### config.mk
export PLATFORM = sky130hd
export DESIGN_NAME = wait_clk_div
export DESIGN_NICKNAME = d
export VERILOG_FILES = /design/src/rtl/wcd_pkg.sv /design/src/rtl/wcd_sync_chain.sv /design/src/rtl/wcd_rst_filter.sv /design/src/rtl/wcd_phase_gen.sv /design/src/rtl/wait_clk_div.sv
export SDC_FILE = /design/constraint.sdc
export NUM_CORES = 1
export LEC_CHECK = 0
export CORE_AREA = 4 4 41 43
export DETAILED_ROUTE_END_ITERATION = 6
export DIE_AREA = 0 0 45 47
export GPL_TIMING_DRIVEN = 0
export PLACE_DENSITY = 0.48
export SLEW_MARGIN = 0
export SYNTH_ARGS = -nofsm -noshare
export SYNTH_HDL_FRONTEND = slang
export SYNTH_SLANG_ARGS = --single-unit
### constraint.sdc
create_clock -name clk_in -period 1.28 [get_ports clk_in]
set_input_delay 0.128 -clock clk_in [delete_from_list [all_inputs] [get_ports clk_in]]
set_output_delay 0.128 -clock clk_in [all_outputs]
set_load 0.05 [all_outputs]
### src/rtl/wcd_pkg.sv
package wcd_pkg;

  // State of the divided clock outputs, one flop per field.
  typedef struct packed {
    logic tclk;
    logic pclk;
    logic cstart;
  } phase_state_t;

  localparam phase_state_t PHASE_IDLE = '{tclk: 1'b0, pclk: 1'b0, cstart: 1'b0};

  // Next divided-clock state. The rising slot is an edge where the timing
  // clock is currently low; only there can the processor clock rise.
  function automatic phase_state_t phase_step(phase_state_t cur, logic hold_req,
                                              logic in_rst);
    phase_state_t nxt;
    nxt = PHASE_IDLE;
    if (!in_rst) begin
      nxt.tclk   = ~cur.tclk;
      nxt.pclk   = ~cur.tclk & ~hold_req;
      nxt.cstart = ~cur.tclk & ~hold_req;
    end
    return nxt;
  endfunction

  // Saturating run-length step: clears when the level drops, otherwise
  // counts up and stops at the limit.
  function automatic logic [31:0] run_step(logic [31:0] cur, logic level,
                                           logic [31:0] lim);
    if (!level) return 32'd0;
    if (cur >= lim) return cur;
    return cur + 32'd1;
  endfunction

endpackage

### src/rtl/wcd_sync_chain.sv
module wcd_sync_chain #(
  parameter int STAGES = 2
) (
  input  logic clk,
  input  logic d,
  output logic q
);
  logic [STAGES-1:0] sh_q;

  generate
    if (STAGES == 1) begin : g_single
      always_ff @(posedge clk) sh_q <= d;
    end else begin : g_chain
      always_ff @(posedge clk) sh_q <= {sh_q[STAGES-2:0], d};
    end
  endgenerate

  assign q = sh_q[STAGES-1];
endmodule

### src/rtl/wcd_rst_filter.sv
module wcd_rst_filter #(
  parameter int MIN_CYC = 4
) (
  input  logic clk,
  input  logic level,
  output logic accepted
);
  import wcd_pkg::*;

  localparam int CW = $clog2(MIN_CYC + 1);
  localparam logic [CW-1:0] LIM = CW'(MIN_CYC);

  logic [CW-1:0] run_q;
  logic [CW-1:0] run_d;
  logic          acc_q;

  always_comb begin
    run_d = CW'(run_step(32'(run_q), level, 32'(MIN_CYC)));
  end

  always_ff @(posedge clk) begin
    run_q <= run_d;
    acc_q <= level && (run_d >= LIM);
  end

  assign accepted = acc_q;
endmodule

### src/rtl/wcd_phase_gen.sv
module wcd_phase_gen (
  input  logic clk,
  input  logic in_rst,
  input  logic wait_req,
  output logic tclk,
  output logic pclk,
  output logic cstart,
  output logic rise_slot
);
  import wcd_pkg::*;

  phase_state_t st_q;
  phase_state_t st_d;
  logic         hold_now;

  // Wait only matters on the edge where the timing clock would rise.
  assign rise_slot = ~st_q.tclk;
  assign hold_now  = rise_slot & wait_req;

  always_comb begin
    st_d = phase_step(st_q, hold_now, in_rst);
  end

  always_ff @(posedge clk) begin
    st_q <= st_d;
  end

  assign tclk   = st_q.tclk;
  assign pclk   = st_q.pclk;
  assign cstart = st_q.cstart;
endmodule

### src/rtl/wait_clk_div.sv
module wait_clk_div #(
  parameter int SYNC_STAGES    = 2,
  parameter int RST_MIN_CYCLES = 4
) (
  input  logic clk_in,
  input  logic rst_in,
  input  logic wait_in,
  output logic core_rst_o,
  output logic tclk_o,
  output logic pclk_o,
  output logic cycle_start_o
);
  // Named internal events, brought out for the bound checker.
  logic rst_level;
  logic rst_accepted;
  logic rise_slot;

  wcd_sync_chain #(.STAGES(SYNC_STAGES)) u_sync (
    .clk (clk_in),
    .d   (rst_in),
    .q   (rst_level)
  );

  wcd_rst_filter #(.MIN_CYC(RST_MIN_CYCLES)) u_filter (
    .clk      (clk_in),
    .level    (rst_level),
    .accepted (rst_accepted)
  );

  wcd_phase_gen u_phase (
    .clk       (clk_in),
    .in_rst    (rst_accepted),
    .wait_req  (wait_in),
    .tclk      (tclk_o),
    .pclk      (pclk_o),
    .cstart    (cycle_start_o),
    .rise_slot (rise_slot)
  );

  assign core_rst_o = rst_accepted;
endmodule

Yosys cells after proc, flatten, opt, wreduce, memory -nomap -nowiden
Cells that the tools add are included.
- bitwise logic cells: 4
- reduce and logical (&&, ||, !) cells: 1
- mux-type cells: 6
- add/subtract/negate cells: 1
- order comparisons: 2
- operators by type and width (cell ; count):
    2-to-1 mux 3 bit ; 4
    greater-or-equal comparator 3 bit (second input constant) ; 2
    adder 3 x 1 -> 3 bit (second input constant) ; 1
    AND 1 bit ; 2
    2-to-1 mux 1 bit ; 2
    inverter 1 bit ; 2
    logical AND 1 bit ; 1
- logic and storage cells: 19
- register bits after elaboration: 8
- output and inout bits: 4

Logic depth before layout (Yosys ltp)
- depth in word-level cells: 7
- gate-level depth with buffers: 4
- mapped depth without buffers: 4

Hierarchy
Synthesis repeated with hierarchy kept, for this count alone.
- cell total of the unflattened synthesis: 20
- area total of the unflattened synthesis: 236.5 um^2
- modules (own cells, without submodules) (module ; area each (um^2) ; cells each ; times used):
    wcd_rst_filter ; 131.4 ; 12 ; 1
    wcd_phase_gen ; 65.1 ; 6 ; 1
    wcd_sync_chain ; 40.0 ; 2 ; 1

Worst setup path before layout
No wires, ideal clock.
- kind: reg2reg
- start: register, netlist name u_filter.accepted
- end: register u_filter.run_q[1]
- data arrival time: 992 ps
- setup slack: 172 ps
- buffers on the path: 0
- required time: 1163 ps
- period minus slack after synthesis: 1108 ps
- cell stages (with the launch flop): 3
- path through: dfxtp_1 > mux2i_1 > nor2b_1
- RTL lines (element ; line ; RTL):
    end signal, assigned ; wcd_rst_filter.sv:22 ; run_q <= run_d;
    end, declared ; wcd_rst_filter.sv:13 ; logic [CW-1:0] run_q;

Worst setup path after layout
- start: register u_phase.st_q, in the netlist u_phase.tclk
- end: output tclk_o
- RTL lines (element ; line ; RTL):
    start, declared ; wcd_phase_gen.sv:12 ; phase_state_t st_q;
    start signal, assigned ; wcd_phase_gen.sv:25 ; st_q <= st_d;
    end, declared ; wait_clk_div.sv:9 ; output logic tclk_o,
No word-level cell between the ends.

==> results.py <==
metrics = {
    "worst_setup_path": {
        "critPathTopFamily": "buffers and inverters",
        "arrival_ns": 1.10,
        "path_buf_inv": 1,
        "crit_path_top_delay_cell": "clkdlybuf4s15_1",
        "crit_path_max_incr_delay_ns": 0.51,
        "r2r-start": "u_filter.run_q[0]",
        "crit_chain": "clkdlybuf4s15_1",
        "worstReg2RegEnd": "u_filter.run_q[1]",
        "r2r_setup_slack_ns": 0.28,
        "crit_start": "u_phase.tclk",
        "critical_path_class": "flip-flop to output port",
        "rr_worst_depth": 4,
        "cp.required_ns": 1.15,
        "endpoint": "tclk_o",
        "worstPathMaxFanout": 3,
        "start_kind": "flip-flop",
        "cp_num_cells": 1,
        "cp-end-kind": "output port",
    },
    "flow_run": {
        "maxCapViolCount": 0,
    },
    "final_layout": {
        "num-fill-cells": 148,
        "register_area_sq_um": 140,
        "design_area_sq_um": 335,
        "diodes": 0,
        "area_delta_synth_final_pct": 47.3,
        "postLayoutCoreUtil": 0.258,
        "multi_input_area_sq_um": 72.6,
        "drive_gt1_frac": 0.241,
        "nets": 35,
    },
    "logic_synthesis": {
        "synth_top_cells_by_area": "dfxtp_1 (62%), ha_1 (11%), mux2i_1 (4.4%)",
        "synth_most_common_cell": "dfxtp_1",
        "yosys_warnings": 0,
        "syn_nets": 24,
        "synthFlopType": "dfxtp_1",
        "synth-seq-cells": 7,
        "synth_top_cell_by_area": "dfxtp_1",
        "synth_cell_types": 11,
        "synth_cells": 19,
        "yosys-top-cells-count": "dfxtp_1 (7), ha_1 (2), inv_1 (2)",
        "ys_async_sr_fraction": 0,
        "synth-edff-count": 0,
        "ys_seq_area_frac": 0.615,
        "synth_area_sq_um": 228,
        "synth.top_cell.area_share": 0.615,
        "syn_area_per_cell_sq_um": 12.0,
    },
    "grt": {
        "grt_overflow_total": 0,
        "grt_pass1_wl_um": 572,
        "grt_max_degree": 7,
        "grt_pass1_vias": 147,
        "antenna_found_initial": 0,
        "track_usage": 0.0420,
    },
    "floorplan": {
        "die_x_um": 45,
        "start_util": 0.175,
        "die_h_um": 47,
        "die_area_sq_um": 2120,
        "ios": 7,
        "rows": 13,
        "coreArea_sq_um": 1300,
    },
    "status": {
        "status": "complete, no violations",
    },
    "timing": {
        "rsz0062_at_grt": "no",
        "setup_violations": 0,
        "max_freq_mhz": 814,
        "final.min_clock_period_ns": 1.23,
        "finalClockSkew_ns": 0.00275,
        "max-slew-margin-rel": 0.676,
        "post-route-period-util": 0.959,
        "setup_tns_ns": 0,
        "hold_viol": 0,
        "tightest_slew_ns": 0.488,
        "slew_viol_final": 0,
    },
    "routing": {
        "drt_iter0_drc": 0,
        "ant_nets": 0,
        "wl_per_cell_um": 8.55,
        "firstDrtPassIters": 1,
        "num_vias": 151,
        "wl_um": 376,
        "drc": 0,
        "vias_per_cell": 3.43,
    },
    "cts": {
        "cts_root_buf": "clkbuf_4",
        "ctsLongestPathBuffers": 2,
        "cts_buffers": 3,
        "clk-insertion-delay-late_ns": 0.25,
        "path_clk_slew_ns": 0.05,
        "cts_sinks": 7,
        "htree_levels": 1,
        "tritoncts": "done",
    },
    "pwr": {
        "p_leak_nw": 0.144,
        "power.density_nw_per_um2": 2300,
        "peakVddDrop_v": 0.000650,
        "power_mw": 0.770,
    },
    "hold_path": {
        "hold_class": "input port to flip-flop",
        "holdPathStages": 1,
    },
    "placed_design": {
        "dpl_cell_area_sq_um": 307,
        "io_buffers": 6,
        "globalplace.congestion": 0.574,
    },
}
-- area by class of cell --
class | instances | share of cell area
buffer | 1 | 0.0224
sequential | 7 | 0.418
timing repair buffer | 6 | 0.183
tap | 15 | 0.0560
multi-input combinational | 9 | 0.216
clock inverter | 1 | 0.0149
inverter | 2 | 0.0224
clock buffer | 3 | 0.0672
-- kinds of logic (layout without fill, tap and decap cells) --
kind of cell / Yosys count / after routing / synth area share
flip-flops: 7 / 7 / 0.615
AND/OR/NAND/NOR: 4 / 4 / 0.0934
buffers and inverters: 3 / 13 / 0.0660
adder cells (fa/ha/maj): 2 / 2 / 0.110
AO/OA/AOI/OAI: 1 / 1 / 0.0330
XOR/XNOR: 1 / 1 / 0.0385
multiplexers: 1 / 1 / 0.0440
-- report_power, final --
part	total, mW	switching (mW)	internal, mW	leakage [nW]
sequential	0.302	0.0356	0.266	0.0584
clock	0.198	0.0842	0.114	0.0177
combinational	0.270	0.180	0.0904	0.0679
total	0.770	0.299	0.471	0.144
-- per-stage QoR --
stage                     setup WS (ns)  instances  hold WS (ns)
after CTS                       0.00880         44         0.313
after global routing            0.00559         44         0.327
after global placement           -0.123         40         0.314
final                            0.0521         44         0.322
after detailed placement         -0.128         40         0.318
after floorplan                   0.172         19         0.156
-- timing repair --
action	in CTS	in global routing
hold buffers	0	0
gates cloned	0	0
setup endpoints to repair	4	1
gates resized for setup	8	1
setup buffers	0	0
pin swaps	0	0
-- how the worst min path moves through the flow --
stage                         from              to  slack (ns)
floorplan                   rst_in  u_sync.sh_q[0]        0.16
global placement    u_sync.sh_q[0]  u_sync.sh_q[1]        0.31
detailed placement  u_sync.sh_q[0]  u_sync.sh_q[1]        0.32
CTS                         rst_in  u_sync.sh_q[0]        0.31
global route                rst_in  u_sync.sh_q[0]        0.33
finish                      rst_in  u_sync.sh_q[0]        0.32
-- state kept, by name, indices dropped and copies added, names as in the netlist --
register / count
u_filter.run_q: 2
u_sync.sh_q: 2
u_filter.accepted: 1
u_phase.pclk: 1
u_phase.tclk: 1
-- layout by cell type (no fill, tap or decap) --
cell type / instances
and2_1: 1
buf_4: 1
clkbuf_4: 3
clkdlybuf4s15_1: 1
clkdlybuf4s15_2: 2
clkdlybuf4s50_1: 2
clkinv_2: 1
dfxtp_1: 7
dlygate4sd2_1: 1
ha_1: 2
inv_1: 2
mux2i_1: 1
nor2_1: 1
nor2b_1: 1
nor3_1: 1
o21a_1: 1
xnor2_1: 1
-- routing by layer --
metal | track usage | part of all wire | wire length [um] | vias to the layer above
met5 | 0 | 0 | 0 | -
met4 | 0.0526 | 0 | 0 | 0
met1 | 0.0459 | 0.43 | 162 | 66
met2 | 0.0508 | 0.43 | 163 | 7
met3 | 0.0230 | 0.13 | 49 | 0
li1 | - | - | - | 78
Power figures use the tool's default switching activity.
